**src/rtl/buck_gate_pkg.sv**
```systemverilog
package buck_gate_pkg;

    typedef enum logic [1:0] {
        MD_SD_A = 2'b00,
        MD_CCM  = 2'b01,
        MD_DCM  = 2'b10,
        MD_SD_B = 2'b11
    } mode_e;

    typedef enum logic {
        FS_TRACK = 1'b0,
        FS_FLOAT = 1'b1
    } filt_state_e;

    typedef enum logic [2:0] {
        GS_OFF     = 3'd0,
        GS_DT_HS   = 3'd1,
        GS_HS      = 3'd2,
        GS_DT_LS   = 3'd3,
        GS_LS      = 3'd4,
        GS_LS_IDLE = 3'd5
    } gate_state_e;

endpackage

```
**src/rtl/bgs_float_filter.sv**
```systemverilog
module bgs_float_filter
    import buck_gate_pkg::*;
#(
    parameter int HOLD_CYC = 150,
    parameter int EXIT_CYC = 45
) (
    input  logic       clk,
    input  logic       rst_n,
    input  logic [1:0] pwm_cmd,
    output logic       lvl_q,
    output logic       flt_q
);
    localparam int CMAX = (HOLD_CYC > EXIT_CYC) ? HOLD_CYC : EXIT_CYC;
    localparam int CW   = $clog2(CMAX + 1);

    filt_state_e    fs_q;
    logic [CW-1:0]  cnt_q;
    logic [CW-1:0]  cnt_inc;
    logic           in_float;

    assign in_float = pwm_cmd[1];
    assign cnt_inc  = cnt_q + 1'b1;

    always_ff @(posedge clk) begin
        if (!rst_n) begin
            fs_q  <= FS_FLOAT;
            cnt_q <= '0;
            lvl_q <= 1'b0;
        end else begin
            unique case (fs_q)
                FS_TRACK: begin
                    if (in_float) begin
                        if (cnt_inc == CW'(HOLD_CYC)) begin
                            fs_q  <= FS_FLOAT;
                            cnt_q <= '0;
                        end else begin
                            cnt_q <= cnt_inc;
                        end
                    end else begin
                        cnt_q <= '0;
                        lvl_q <= pwm_cmd[0];
                    end
                end
                FS_FLOAT: begin
                    if (!in_float) begin
                        lvl_q <= pwm_cmd[0];
                        if (cnt_inc == CW'(EXIT_CYC)) begin
                            fs_q  <= FS_TRACK;
                            cnt_q <= '0;
                        end else begin
                            cnt_q <= cnt_inc;
                        end
                    end else begin
                        cnt_q <= '0;
                    end
                end
                default: fs_q <= FS_FLOAT;
            endcase
        end
    end

    always_comb flt_q = (fs_q == FS_FLOAT);


    float_needs_input_chk: assert property (@(posedge clk) disable iff (!rst_n)
        $rose(flt_q) |-> $past(pwm_cmd[1]));


    exit_needs_valid_chk: assert property (@(posedge clk) disable iff (!rst_n)
        $fell(flt_q) |-> !$past(pwm_cmd[1]));


    level_held_chk: assert property (@(posedge clk) disable iff (!rst_n)
        pwm_cmd[1] |=> (lvl_q == $past(lvl_q)));

endmodule

```
**src/rtl/bgs_seq_fsm.sv**
```systemverilog
module bgs_seq_fsm
    import buck_gate_pkg::*;
#(
    parameter int DT_HS_CYC  = 15,
    parameter int DT_LS_CYC  = 13,
    parameter int MIN_ON_CYC = 350
) (
    input  logic       clk,
    input  logic       rst_n,
    input  logic       lvl,
    input  logic       flt,
    input  logic [1:0] mode_sel,
    input  logic       zc_flag,
    input  logic       uv_flag,
    output logic       hs_on,
    output logic       ls_on
);
    localparam int CM0  = (DT_HS_CYC > DT_LS_CYC) ? DT_HS_CYC : DT_LS_CYC;
    localparam int CMAX = (CM0 > MIN_ON_CYC) ? CM0 : MIN_ON_CYC;
    localparam int CW   = $clog2(CMAX + 1);

    gate_state_e   st_q, st_d;
    logic [CW-1:0] cnt_q, cnt_d;
    logic          halt, is_dcm, is_ccm, min_done;

    assign is_dcm   = (mode_sel == MD_DCM);
    assign is_ccm   = (mode_sel == MD_CCM);
    assign halt     = uv_flag | flt | !(is_dcm | is_ccm);
    assign min_done = (cnt_q >= CW'(MIN_ON_CYC - 1));

    always_comb begin
        st_d  = st_q;
        cnt_d = '0;
        if (halt) begin
            st_d = GS_OFF;
        end else begin
            unique case (st_q)
                GS_OFF: begin
                    if (lvl)         st_d = GS_DT_HS;
                    else if (is_dcm) st_d = GS_LS_IDLE;
                    else             st_d = GS_DT_LS;
                end
                GS_DT_HS: begin
                    if (!lvl)                           st_d = GS_DT_LS;
                    else if (cnt_q == CW'(DT_HS_CYC-1)) st_d = GS_HS;
                    else                                cnt_d = cnt_q + 1'b1;
                end
                GS_HS: begin
                    if (!lvl) st_d = GS_DT_LS;
                end
                GS_DT_LS: begin
                    if (lvl)                            st_d = GS_DT_HS;
                    else if (cnt_q == CW'(DT_LS_CYC-1)) st_d = GS_LS;
                    else                                cnt_d = cnt_q + 1'b1;
                end
                GS_LS: begin
                    if (lvl)                               st_d = GS_DT_HS;
                    else if (is_dcm && min_done && zc_flag) st_d = GS_LS_IDLE;
                    else cnt_d = min_done ? cnt_q : cnt_q + 1'b1;
                end
                GS_LS_IDLE: begin
                    if (lvl)          st_d = GS_DT_HS;
                    else if (!is_dcm) st_d = GS_DT_LS;
                end
                default: st_d = GS_OFF;
            endcase
        end
    end

    always_ff @(posedge clk) begin
        if (!rst_n) begin
            st_q  <= GS_OFF;
            cnt_q <= '0;
        end else begin
            st_q  <= st_d;
            cnt_q <= cnt_d;
        end
    end

    always_comb begin
        hs_on = (st_q == GS_HS);
        ls_on = (st_q == GS_LS);
    end


    no_overlap_chk: assert property (@(posedge clk) disable iff (!rst_n)
        !(hs_on && ls_on));


    ls_gap_chk: assert property (@(posedge clk) disable iff (!rst_n)
        $rose(ls_on) |-> !$past(hs_on));


    hs_gap_chk: assert property (@(posedge clk) disable iff (!rst_n)
        $rose(hs_on) |-> !$past(ls_on));


    uv_off_chk: assert property (@(posedge clk) disable iff (!rst_n)
        uv_flag |=> (!hs_on && !ls_on));


    sd_off_chk: assert property (@(posedge clk) disable iff (!rst_n)
        !(is_dcm || is_ccm) |=> (!hs_on && !ls_on));


    min_on_chk: assert property (@(posedge clk) disable iff (!rst_n)
        (ls_on && !min_done && !halt && !lvl) |=> ls_on);


    ccm_zc_chk: assert property (@(posedge clk) disable iff (!rst_n)
        (ls_on && is_ccm && !halt && !lvl) |=> ls_on);

endmodule

```
**src/rtl/buck_gate_seq.sv**
```systemverilog
module buck_gate_seq #(
    parameter int HOLD_CYC   = 150,
    parameter int EXIT_CYC   = 45,
    parameter int DT_HS_CYC  = 15,
    parameter int DT_LS_CYC  = 13,
    parameter int MIN_ON_CYC = 350
) (
    input  logic       clk,
    input  logic       rst_n,
    input  logic [1:0] pwm_cmd,
    input  logic [1:0] mode_sel,
    input  logic       zc_flag,
    input  logic       uv_flag,
    output logic       hs_on,
    output logic       ls_on
);
    logic lvl_w, flt_w;

    bgs_float_filter #(
        .HOLD_CYC (HOLD_CYC),
        .EXIT_CYC (EXIT_CYC)
    ) filt_i (
        .clk     (clk),
        .rst_n   (rst_n),
        .pwm_cmd (pwm_cmd),
        .lvl_q   (lvl_w),
        .flt_q   (flt_w)
    );

    bgs_seq_fsm #(
        .DT_HS_CYC  (DT_HS_CYC),
        .DT_LS_CYC  (DT_LS_CYC),
        .MIN_ON_CYC (MIN_ON_CYC)
    ) fsm_i (
        .clk      (clk),
        .rst_n    (rst_n),
        .lvl      (lvl_w),
        .flt      (flt_w),
        .mode_sel (mode_sel),
        .zc_flag  (zc_flag),
        .uv_flag  (uv_flag),
        .hs_on    (hs_on),
        .ls_on    (ls_on)
    );

endmodule

```
**config.mk**
```make
export PLATFORM = sky130hd
export DESIGN_NAME = buck_gate_seq
export DESIGN_NICKNAME = d
export VERILOG_FILES = /design/src/rtl/buck_gate_pkg.sv /design/src/rtl/bgs_float_filter.sv /design/src/rtl/bgs_seq_fsm.sv /design/src/rtl/buck_gate_seq.sv
export SDC_FILE = /design/constraint.sdc
export NUM_CORES = 1
export LEC_CHECK = 0
export ABC_AREA = 1
export BUFFER_PORTS_ARGS = -buffer_cell sky130_fd_sc_hd__buf_2
export CORE_ASPECT_RATIO = 2
export CORE_MARGIN = 4
export CORE_UTILIZATION = 43
export CTS_CLUSTER_SIZE = 8
export DETAILED_ROUTE_END_ITERATION = 7
export GPL_TIMING_DRIVEN = 0
export MAX_ROUTING_LAYER = met4
export PLACE_DENSITY = 0.66
export SLEW_MARGIN = 30
export SYNTH_ARGS = -nofsm -noshare
export SYNTH_HDL_FRONTEND = slang
export SYNTH_SLANG_ARGS = --single-unit
```
**constraint.sdc**
```tcl
create_clock -name clk -period 1.5 [get_ports clk]
set_input_delay 0.3 -clock clk [delete_from_list [all_inputs] [get_ports clk]]
set_output_delay 0.3 -clock clk [all_outputs]
set_load 0.03 [all_outputs]
```
* Yosys cells after proc, flatten, opt, wreduce, memory -nomap -nowiden
Index checks and enable logic that the tools add are counted.
Storage, ports and cells: bits in registers 22, bits in read-only memories 0, output and inout bits 2, latch bits 0, memory bits (writable) 0, memories 0, logic and storage cells 67, input port bits 8
Cells by class: multiplexer cells 31, magnitude comparators 1, bitwise operators 5, multiply operators 0, equality and inequality tests 17, add/sub/neg operators 2, shifts and indexed selects 0, div/mod/pow operators 0, reduce and logical (&&, ||, !) cells 6
Operator list (number):
- 2-to-1 mux 9 bit | 7
- 2-to-1 mux 3 bit | 11
- 2-to-1 mux 8 bit | 4
- case mux 9 bit (3 select lines) | 1
- equality test 9 x 4 -> 1 bit, second input constant | 2
- case mux 3 bit (6 select lines) | 1
- case mux 8 bit (2 select lines) | 1
- adder 9 x 1 -> 9 bit, second input constant | 1
- greater-or-equal comparator 9 bit, second input constant | 1
- adder 8 x 1 -> 8 bit, second input constant | 1
- equality test 8 x 6 -> 1 bit, second input constant | 1
- equality test 8 bit, second input constant | 1
- equality test 3 x 2 -> 1 bit, second input constant | 2
- equality test 3 bit, second input constant | 2
- != test 3 x 2 -> 1 bit, second input constant | 2
- 2-to-1 mux 1 bit | 5
- AND reduction 5 bit | 1
- != test 4 bit, second input constant | 1
- equality test 3 x 1 -> 1 bit, second input constant | 1
- zero test 3 bit | 1
- != test 3 x 1 -> 1 bit, second input constant | 1
- != test 3 bit, second input constant | 1
- OR 1 bit | 3
- equality test 2 x 1 -> 1 bit, second input constant | 1
- other kinds (7) | 9

* Logic depth before layout (Yosys ltp)
Gate-level depths: netlist of the first run.
depth after elaboration 6, gate-level depth with buffers 13, mapped depth without buffers 13

* Hierarchy
From an unflattened synthesis of the first run, not the netlist that was laid out.
Second synthesis, totals: cells, all modules 261, area total of the unflattened synthesis 1622.8 um2
Modules (own cells, without submodules):
- bgs_seq_fsm | times used 1, area each 991.0 um2, cells an instance 159, sequential area each 240.2 um2
- bgs_float_filter | times used 1, area each 631.9 um2, cells an instance 102, sequential area each 200.2 um2

* Least setup slack after synthesis of the first run
No wires, ideal clock.
path kind reg2reg, start register fsm_i.cnt_q[1], end register fsm_i.cnt_q[6], path slack 0.018 ns, data required time 1.384 ns, setup time 0.116 ns, arrival 1.366 ns, stages on the path, launching flop included 10, period minus slack after synthesis 1.482 ns, cells stage by stage dfxtp_1 > inv_1 > ha_1 > or2_1 > nand3_1 > nand3_2 > nand3_2 > clkinv_1 > o21ai_1 > nor2_1
On the way: cells in the longest elaborated chain, start to end 6, elaborated cells between the ends (all ways) 15, classes of those cells 1 x add/sub; 1 x order compare; 3 x eq/ne; 8 x mux; 2 x reduce/logical
Ends and longest elaborated chain:
- start, declared | line bgs_seq_fsm.sv:23 | logic [CW-1:0] cnt_q, cnt_d;
- start signal, assigned | line bgs_seq_fsm.sv:76 | cnt_q <= cnt_d;
- greater-or-equal comparator 9 bit | line bgs_seq_fsm.sv:29 | assign min_done = (cnt_q >= CW'(MIN_ON_CYC - 1));
- logical AND 1 bit (2 in series) | line bgs_seq_fsm.sv:58 | else if (is_dcm && min_done && zc_flag) st_d = GS_LS_IDLE;
- 2-to-1 mux 9 bit | line bgs_seq_fsm.sv:58
- 2-to-1 mux 9 bit | line bgs_seq_fsm.sv:57 | if (lvl) st_d = GS_DT_HS;
- case mux 9 bit (3 select lines) | line bgs_seq_fsm.sv:37 | unique case (st_q)
Several ways; a longest one is shown, not always the timed one. The select of a mux whose other input is x is not followed. A chain may end at the register's enable or synchronous reset.

* Worst setup path after layout of the first run
start register filt_i.cnt_q[0], end register filt_i.cnt_q[2]
On the way: cells in the longest elaborated chain, start to end 5, elaborated cells between the ends (all ways) 8, classes of those cells 1 x add/sub; 2 x eq/ne; 5 x mux
Ends and longest elaborated chain:
- start, declared | line bgs_float_filter.sv:17 | logic [CW-1:0] cnt_q;
- start signal, assigned | line bgs_float_filter.sv:37 | cnt_q <= cnt_inc;
- start signal, assigned | line bgs_float_filter.sv:51 | cnt_q <= cnt_inc;
- adder 8 x 1 -> 8 bit (*) | line bgs_float_filter.sv:22 | assign cnt_inc = cnt_q + 1'b1;
- equality test 8 x 6 -> 1 bit or equality test 8 bit (tied branches) | line bgs_float_filter.sv:47, bgs_float_filter.sv:33
- 2-to-1 mux 8 bit, on equally long branches | line bgs_float_filter.sv:47, bgs_float_filter.sv:33
- 2-to-1 mux 8 bit, on equally long branches | line bgs_float_filter.sv:45, bgs_float_filter.sv:32
- case mux 8 bit (2 select lines) (*) | line bgs_float_filter.sv:30 | unique case (fs_q)
Mark *: on every way between the ends. The rest lies on a longest branch, timed or not.

==> metrics.txt, run 1 <==
synth warn=0; root buf cell=clkbuf_8; total gr overflow=0; Core ar.=3420 um^2; Leakage=between 0.8 and 0.9 nW; drt pass-1 iters=4; gr usage total=17.9%; final setup vio count=9; Iter 0 DRT Violations=19; vias=1,550; DP Area=between 1500 and 2000 um^2; largest net degree at the start of global routing=13; GR Layer Usage met2=35.3%; WL final=3.71 mm; number of buffers created by CTS=3; gpl congestion=0.908; max_cap viols=0; GR Util met3=roughly 1.6%; Synth cell types=27; max-slew violations=0; FF+latch count, synth=22; detailed placer's ending HPWL=2.78 mm; Port Buffers=9; initial antenna violation count=0; Tmin final=between 1.5 and 2 ns; Worst EP required=1.67 ns; violated checks=setup timing; P per Cell Area=564 nW/um^2; Fillers=approximately 350; final instance area=approximately 2000 um^2; Arr. time, crit path=1.70 ns; PnR Total Power=around 1.1 mW; Post-Synthesis Cells=249; syn_nets=265; CTS tree=done; Clock Latency Late Sink=0.27 ns; Post-Syn Area=1540 um^2; Slew HR=between 60 and 70%; Net count, final=287; vias in the first global route=1,548; Global Route met1 Usage=15.7%; vias per inst=4.87; Max Buffers Root-to-Sink=2; final hold violation count=0; H-tree depth=1; die area=4670 um^2; Residual DRC=0; Antenna Nets Post-Route=0; die extent in x=slightly above 50 um; worst-margin pin slew=0.514 ns; layout cells sized above 1=30.7%; Die Span Y=just over 90 um; Area Growth Syn to Fin=26.7%; RSZ-0062 raised after global routing=yes; kind of end point of the critical path=register; synthesized area per cell=6.20 um^2; WHS=between 0.2 and 0.3 ns; Max Fclk=about 660 MHz; largest fanout on the critical path=5; Clock Skews=about 0.01 ns; Clk pin slew, worst setup/hold paths=0.09 ns; end-of-flow core utilization=57.3%; startpoint types=register; footprint of the multi-input gates=1050 um^2; WS Path Type=register to register; status=complete, but fails checks; Initial Util=between 40% and 50%; Seq/Total Area, Yosys=28.5%; fin worst setup slack=-0.0262 ns; worst hold path type=input pin to register; row count=30; first-pass GRT wire length=~6.3 mm; number of diodes=0; Peak VDD IR=473 uV; Storage cell area=465 um^2; clock sink count=22; Tcrit/Tclk final=102%; layer with the highest usage=met2; WL per Instance=11.7 um; I/O pin total=10
per-stage QoR:
| stage | setup TNS [ns] | instances | setup WS, ns |
|---|---|---|---|
| finish | -0.165 | 318 | -0.0262 |
| global route | -2.12 | 318 | -0.133 |
| CTS | -0.263 | 317 | -0.0368 |
| detailed placement | -3.98 | 306 | -0.272 |
| global placement | -3.69 | 306 | -0.264 |
| floorplan | 0 | 249 | 0.0179 |
critical path, cell delays in order, from the launching register on:
cell	delay (ns)
dfxtp_4	0.39
ha_4	0.19
nand3_4	0.11
xor2_4	0.21
nand2_1	0.09
nor2_2	0.10
nand3_1	0.09
nand2_2	0.09
inv_2	0.06
nand2_4	0.07
nor2_1	0.04
routing by layer:
| metal | vias up | part of all wire, % |
|---|---|---|
| li1 | 811 | - |
| met5 | - | 0 |
| met4 | 0 | 3.1 |
| met2 | 17 | 60 |
| met3 | 10 | 1.7 |
| met1 | 712 | 35 |
cells in the mapped netlist (all sizes together):
| cell | count | area share, % |
|---|---|---|
| nand2 | 69 | 17 |
| inv | 52 | 13 |
| nor2 | 34 | 8.9 |
| nand3 | 24 | 8.8 |
| dfxtp | 22 | 29 |
| a21oi | 11 | 4.1 |
| ha | 8 | 6.5 |
| nand4 | 8 | 3.2 |
| nor3 | 5 | 1.9 |
| o21ai | 5 | 1.6 |
| xor2 | 3 | 1.7 |
| buf | 1 | 0.73 |
| clkinv | 1 | 0.24 |
| nand3b | 1 | 0.49 |
| nor4 | 1 | 1.4 |
| o2111ai | 1 | 0.57 |
| o211ai | 1 | 0.49 |
| o22ai | 1 | 0.41 |
| or2 | 1 | 0.41 |
registers in the layout, indices dropped and copies added (netlist names):
name / flops
fsm_i.st_q: 3
filt_i.cnt_q: 8
filt_i.flt_q: 1
fsm_i.cnt_q: 9
filt_i.lvl_q: 1
power by group:
group	internal, mW	switching, mW	total (mW)
combinational	0.0332	0.0419	0.0751
clock	0.234	0.201	0.435
sequential	0.583	0.00882	0.592
total	0.850	0.252	1.10
layout by cell type (no fill, tap or decap), types with 6 or more instances in the layout:
cell and n:
nand2_1 58, inv_1 42, nor2_1 26, nand3_1 18
dfxtp_1 10, inv_2 9, buf_2 9, nand4_1 8
dfxtp_2 8, nor2_2 7, nand2_2 7, buf_4 7
a21oi_2 6, ha_1 6
final timing paths:
check                    endpoint             from  cells after the start  slack, ns
setup / recovery  filt_i.cnt_q[2]  filt_i.cnt_q[0]                     10      -0.03
hold / removal       filt_i.flt_q            rst_n                      2       0.28
setup reg to reg  filt_i.cnt_q[2]  filt_i.cnt_q[0]                     10      -0.03
hold reg to reg    fsm_i.cnt_q[5]   fsm_i.cnt_q[5]                      2       0.49
layout make-up:
cell class | count | share of cell area (%)
buffer | 1 | 0.576
tap | 48 | 3.07
clock buffer | 4 | 2.82
inverter | 53 | 10.4
sequential | 22 | 23.8
multi-input combinational | 173 | 53.8
timing repair buffer | 17 | 5.57
logic make-up (layout without fill, tap and decap cells):
group | after synthesis | count (layout) | share of synthesized area [%]
AO/OA/AOI/OAI | 19 | 19 | 7.13
flip-flops | 22 | 22 | 28.5
buffers and inverters | 54 | 75 | 13.6
adder cells (fa/ha/maj) | 8 | 8 | 6.48
XOR/XNOR | 3 | 3 | 1.70
AND/OR/NAND/NOR | 143 | 143 | 42.5
what timing repair did:
| action | 4_1_cts | 5_1_grt |
|---|---|---|
| setup buffers | 7 | 0 |
| gates resized for setup | 30 | 34 |
| hold buffers | 0 | 0 |
| setup endpoints to repair | 20 | 22 |
| cloned | 0 | 1 |
| pin swaps | 14 | 13 |
(Power assumes the default switching activity.)
==> inputs of run 2 (changes only) <==
--- a/config.mk
+++ b/config.mk
@@ -12,7 +12,6 @@
 export CORE_UTILIZATION = 43
 export CTS_CLUSTER_SIZE = 8
 export DETAILED_ROUTE_END_ITERATION = 7
-export GPL_TIMING_DRIVEN = 0
 export MAX_ROUTING_LAYER = met4
 export PLACE_DENSITY = 0.66
 export SLEW_MARGIN = 30
==> metrics.txt, run 2 (synthesized netlist as in run 1, its figures left out) <==
Top Registers=fsm_i.cnt_q x9, filt_i.cnt_q x8, fsm_i.st_q x3; largest net degree at the start of global routing=13; Die Span Y=between 90 and 100 um; Slew HR=75.2%; first-pass GRT wire length=6.44 mm; Peak VDD IR=482 uV; most common cell after layout, fill and taps aside=nand2_1; number of diodes=0; vias=1,660; max_cap viols=0; Area Growth Syn to Fin=40.0%; Tmin final=1.56 ns; Sequential Power Share=between 50% and 60%; Initial Util=a little under half; Iter 0 DRT Violations=50; final hold violation count=0; WL final=4.03 mm; CP Cell Sequence=inv_4, ha_4, or2_1, nand3_1, nand3_2, nand2_2, nand2_4, nand2_4, buf_6, nand2_1, a21oi_1; row count=30; die area=4670 um^2; WS Path Type=register to register; Largest Register=fsm_i.cnt_q; Clock Skews=0.00587 ns; PnR Total Power=between 1 and 1.5 mW; P per Cell Area=523 nW/um^2; gpl congestion=0.914; internal power=858 uW; clock sink count=22; RSZ-0062 raised after global routing=yes; WHS=0.308 ns; status=complete, but fails checks; worst hold path type=input pin to register; detailed placer's ending HPWL=3.00 mm; Arr. time, crit path=1.77 ns; kind of end point of the critical path=register; Max Fclk=640 MHz; CTS tree=done; fin worst setup slack=-0.0617 ns; Logic pwr share=7.7%; flip-flop count of the largest register after layout=9; Port Buffers=9; worst-margin pin slew=about 0.37 ns; WL per Instance=12.0 um; Psw=273 uW; Worst EP required=between 1.5 and 2 ns; Clock Latency Late Sink=about 0.28 ns; hold_buf cts=0; largest fanout on the critical path=4; Clock power frac=39.9%; layout cells sized above 1=a little under two fifths; commonest cells after routing, fill and taps aside=52 x nand2_1, 41 x inv_1, 24 x nor2_1, 22 x buf_4, 16 x nand3_1; root buf cell=clkbuf_8; slowest CP cell=dfxtp_4; end-of-flow core utilization=between 60% and 70%; die extent in x=50.4 um; Net count, final=305; Residual DRC=0; most numerous cell on the critical path=nand2_4; Max Buffers Root-to-Sink=2; total gr overflow=0; max-slew violations=0; initial antenna violation count=0; drt pass-1 iters=4; Leakage=~1.0 nW; startpoint types=register; Clk pin slew, worst setup/hold paths=0.09 ns; Antenna Nets Post-Route=0; number of buffers created by CTS=3; violated checks=setup timing; gr usage total=a little under a fifth; Core ar.=around 3400 um^2; Worst path max stage delay=0.39 ns; final setup vio count=14; vias in the first global route=between 1,500 and 2,000; H-tree depth=1; Tcrit/Tclk final=104%; Fillers=320; I/O pin total=10; vias per inst=4.94; switching part of the total=24.1%
==> run 2: cell count changes in the layout (fill, tap and decap cells not counted), sizes merged <==
cell and delta:
clkbuf +1, buf +17
==> run 2: per-layer routing <==
layer  part of all wire [%]  track usage, %  up-vias  routed length (um)
met3                    2.4            2.42       10                  96
li1                       -               -      853                   -
met4                    3.2            9.66        0                 129
met1                     34            16.5      774                1360
met2                     61            34.8       23                2450
met5                      0               -        -                   0
==> run 2: worst max-delay path: cells and delay by family (launching register included) <==
kind                       cells  cell delay [ns]
and+or+nand+nor                7             0.70
DFF                            1             0.39
buffers and inverters          2             0.15
adders and majority gates      1             0.14
AOI/OAI and AO/OA              1             0.10
==> run 2: path summary, 6_finish.rpt <==
| check | from | endpoint | slack (ns) | cells past startpoint |
|---|---|---|---|---|
| worst min-delay path | pwm_cmd[0] | filt_i.lvl_q | 0.31 | 3 |
| worst min register to register | fsm_i.cnt_q[7] | fsm_i.cnt_q[7] | 0.51 | 2 |
| worst max register to register | fsm_i.cnt_q[1] | fsm_i.cnt_q[4] | -0.06 | 11 |
| worst max-delay path | fsm_i.cnt_q[1] | fsm_i.cnt_q[4] | -0.06 | 11 |
==> run 2: repair_timing <==
action                                  4_1_cts  5_1_grt
pin swaps                                     3       23
setup buffers                                 1        2
cloned                                        0        1
gates resized for setup                      19       64
endpoints found under the setup margin       21       22
==> run 2: power by group through the flow <==
stage / registers (mW) / clock network (mW) / logic (mW)
2_1_floorplan: 0.608 / 0 / 0.0369
3_3_place_gp: 0.608 / 0 / 0.0699
3_5_place_dp: 0.608 / 0 / 0.0706
4_1_cts: 0.595 / 0.454 / 0.0721
5_1_grt: 0.594 / 0.481 / 0.0993
6_report: 0.593 / 0.451 / 0.0873
==> run 2: cell type report <==
type,instances,area [um^2],share of cell area [%]
Clock buffer,4,55.1,2.55
Tap cell,48,60.1,2.78
Sequential cell,22,460,21.3
Multi-Input combinational cell,173,1110,51.3
Inverter,53,208,9.61
Timing Repair Buffer,36,269,12.4
==> run 2: metrics by stage <==
stage,cell area (um^2),setup WS [ns],instances,setup TNS (ns)
finish,2160,-0.0617,336,-0.370
global route,2160,-0.178,336,-2.48
CTS,1940,-0.0142,333,-0.0432
detailed placement,1810,-0.149,328,-1.43
global placement,1810,-0.151,328,-0.859
floorplan,1540,0.0179,249,0
==> inputs of run 3 (changes only) <==
==> constraint.sdc (replaced) <==
create_clock -name clk -period 1.5 [get_ports clk]
set_input_delay 0.3 -clock clk [delete_from_list [all_inputs] [get_ports clk]]
set_output_delay 0.3 -clock clk [all_outputs]
set_load 0.02 [all_outputs]
==> metrics.txt, run 3 (synthesized netlist as in run 1, its figures left out) <==
root buf cell=clkbuf_8; P per Cell Area=around 520 nW/um^2; Top Registers=fsm_i.cnt_q x9, filt_i.cnt_q x8, fsm_i.st_q x3; total gr overflow=0; internal power=858 uW; die area=4670 um^2; layout cells sized above 1=36.8%; drt pass-1 iters=4; worst r2r dst=fsm_i.cnt_q[4]; violated checks=setup timing; Tmin final=1.56 ns; Residual DRC=0; WL final=4.04 mm; Max Buffers Root-to-Sink=2; Antenna Nets Post-Route=0; Worst R2R Start=fsm_i.cnt_q[1]; Clk pin slew, worst setup/hold paths=roughly 0.09 ns; Logic pwr share=7.7%; Die Span Y=92.7 um; Largest Register=fsm_i.cnt_q; status=complete, but fails checks; Slew HR=75.2%; Clock Skews=0.00497 ns; Net count, final=305; DP Area=1810 um^2; detailed placer's ending HPWL=between 2 and 3 mm; WHS=around 0.31 ns; die extent in x=50.4 um; largest fanout on the critical path=4; vias=1,661; startpoint types=register; row count=30; switching part of the total=between 20% and 30%; GR Util met3=2.42%; WS Path Type=register to register; r2r worst-path depth=11; Iter 0 DRT Violations=48; GR Layer Usage met2=34.8%; first-pass GRT wire length=around 6.4 mm; vias in the first global route=1,501; Initial Util=roughly 45%; number of buffers created by CTS=3; Sequential Power Share=between 50% and 60%; max_cap viols=0; Area Growth Syn to Fin=39.5%; fin worst setup slack=-0.0615 ns; Tcrit/Tclk final=104%; Port Buffers=9; Psw=271 uW; largest net degree at the start of global routing=13; Max Fclk=640 MHz; gr usage total=18.2%; RSZ-0062 raised after global routing=yes; Critical Path End=fsm_i.cnt_q[4]; final hold violation count=0; I/O pin total=10; final setup vio count=14; number of diodes=0; H-tree depth=1; gpl congestion=0.914; vias per inst=4.94; most common cell after layout, fill and taps aside=nand2_1; Clock Latency Late Sink=0.28 ns; clock sink count=22; Worst setup startpoint=fsm_i.cnt_q[1]; hold_buf cts=0; Peak VDD IR=482 uV; commonest cells after routing, fill and taps aside=53 x nand2_1, 41 x inv_1, 25 x nor2_1, 22 x buf_4, 16 x nand3_1; Clock power frac=39.7%; flip-flop count of the largest register after layout=9; worst-margin pin slew=around 0.37 ns; Global Route met1 Usage=16.5%; Core ar.=3420 um^2; Arr. time, crit path=roughly 1.8 ns; max-slew violations=0; final instance area=2150 um^2; Leakage=0.998 nW; layer with the highest usage=met2; initial antenna violation count=0; WL per Instance=around 12 um; Worst EP required=1.71 ns; CTS tree=done; worst hold path type=input pin to register; kind of end point of the critical path=register; register-to-register setup slack=-0.06 ns
==> run 3: cell type report <==
cell class	count	area [um^2]
inverter	53	208
multi-input combinational	173	1100
sequential	22	459
clock buffer	4	55.1
tap	48	60.1
timing repair buffer	36	267
fill	322	1260
==> run 3: how the worst min path moves through the flow <==
stage | to | cells past startpoint | from | slack (ns)
6_report | filt_i.lvl_q | 3 | pwm_cmd[0] | 0.31
5_1_grt | filt_i.lvl_q | 3 | pwm_cmd[0] | 0.34
4_1_cts | filt_i.lvl_q | 2 | pwm_cmd[1] | 0.30
3_5_place_dp | fsm_i.cnt_q[7] | 2 | fsm_i.cnt_q[7] | 0.49
3_3_place_gp | fsm_i.cnt_q[7] | 2 | fsm_i.cnt_q[7] | 0.48
2_1_floorplan | filt_i.flt_q | 1 | rst_n | 0.38
==> run 3: metal layers <==
layer	wire length, um	vias to the layer above
met4	129	0
met2	2460	23
li1	-	853
met5	0	-
met1	1350	775
met3	96	10
==> run 3: power by group through the flow <==
stage,sequential (mW),clock (mW),combinational [mW]
after floorplan,0.608,0,0.0369
after global placement,0.608,0,0.0699
after detailed placement,0.608,0,0.0706
after CTS,0.595,0.454,0.0721
after global routing,0.594,0.481,0.0993
final,0.593,0.448,0.0872
==> run 3: critical path: stages, from the launching register on <==
cell	delay, ns
dfxtp_4	0.39
inv_4	0.04
ha_4	0.14
or2_1	0.19
nand3_1	0.09
nand3_2	0.11
nand2_2	0.11
nand2_4	0.06
nand2_4	0.09
buf_6	0.11
nand2_1	0.05
a21oi_1	0.10
==> run 3: repair_timing <==
item / CTS / global route
gates cloned: 0 / 1
endpoints found under the setup margin: 20 / 21
buffers inserted: 1 / 2
pin swaps: 3 / 23
gates resized for setup: 19 / 60
==> run 3: metrics by stage <==
step | setup WS (ns) | std cells | total power [mW] | util, % | TNS [ns]
floorplan | 0.0179 | 249 | 0.645 | - | 0
global placement | -0.151 | 328 | 0.678 | 53.0 | -0.859
finish | -0.0615 | 336 | 1.13 | 63.0 | -0.369
detailed placement | -0.149 | 328 | 0.679 | 53.0 | -1.43
CTS | -0.0142 | 333 | 1.12 | 56.7 | -0.0429
global route | -0.178 | 336 | 1.17 | 63.0 | -2.51
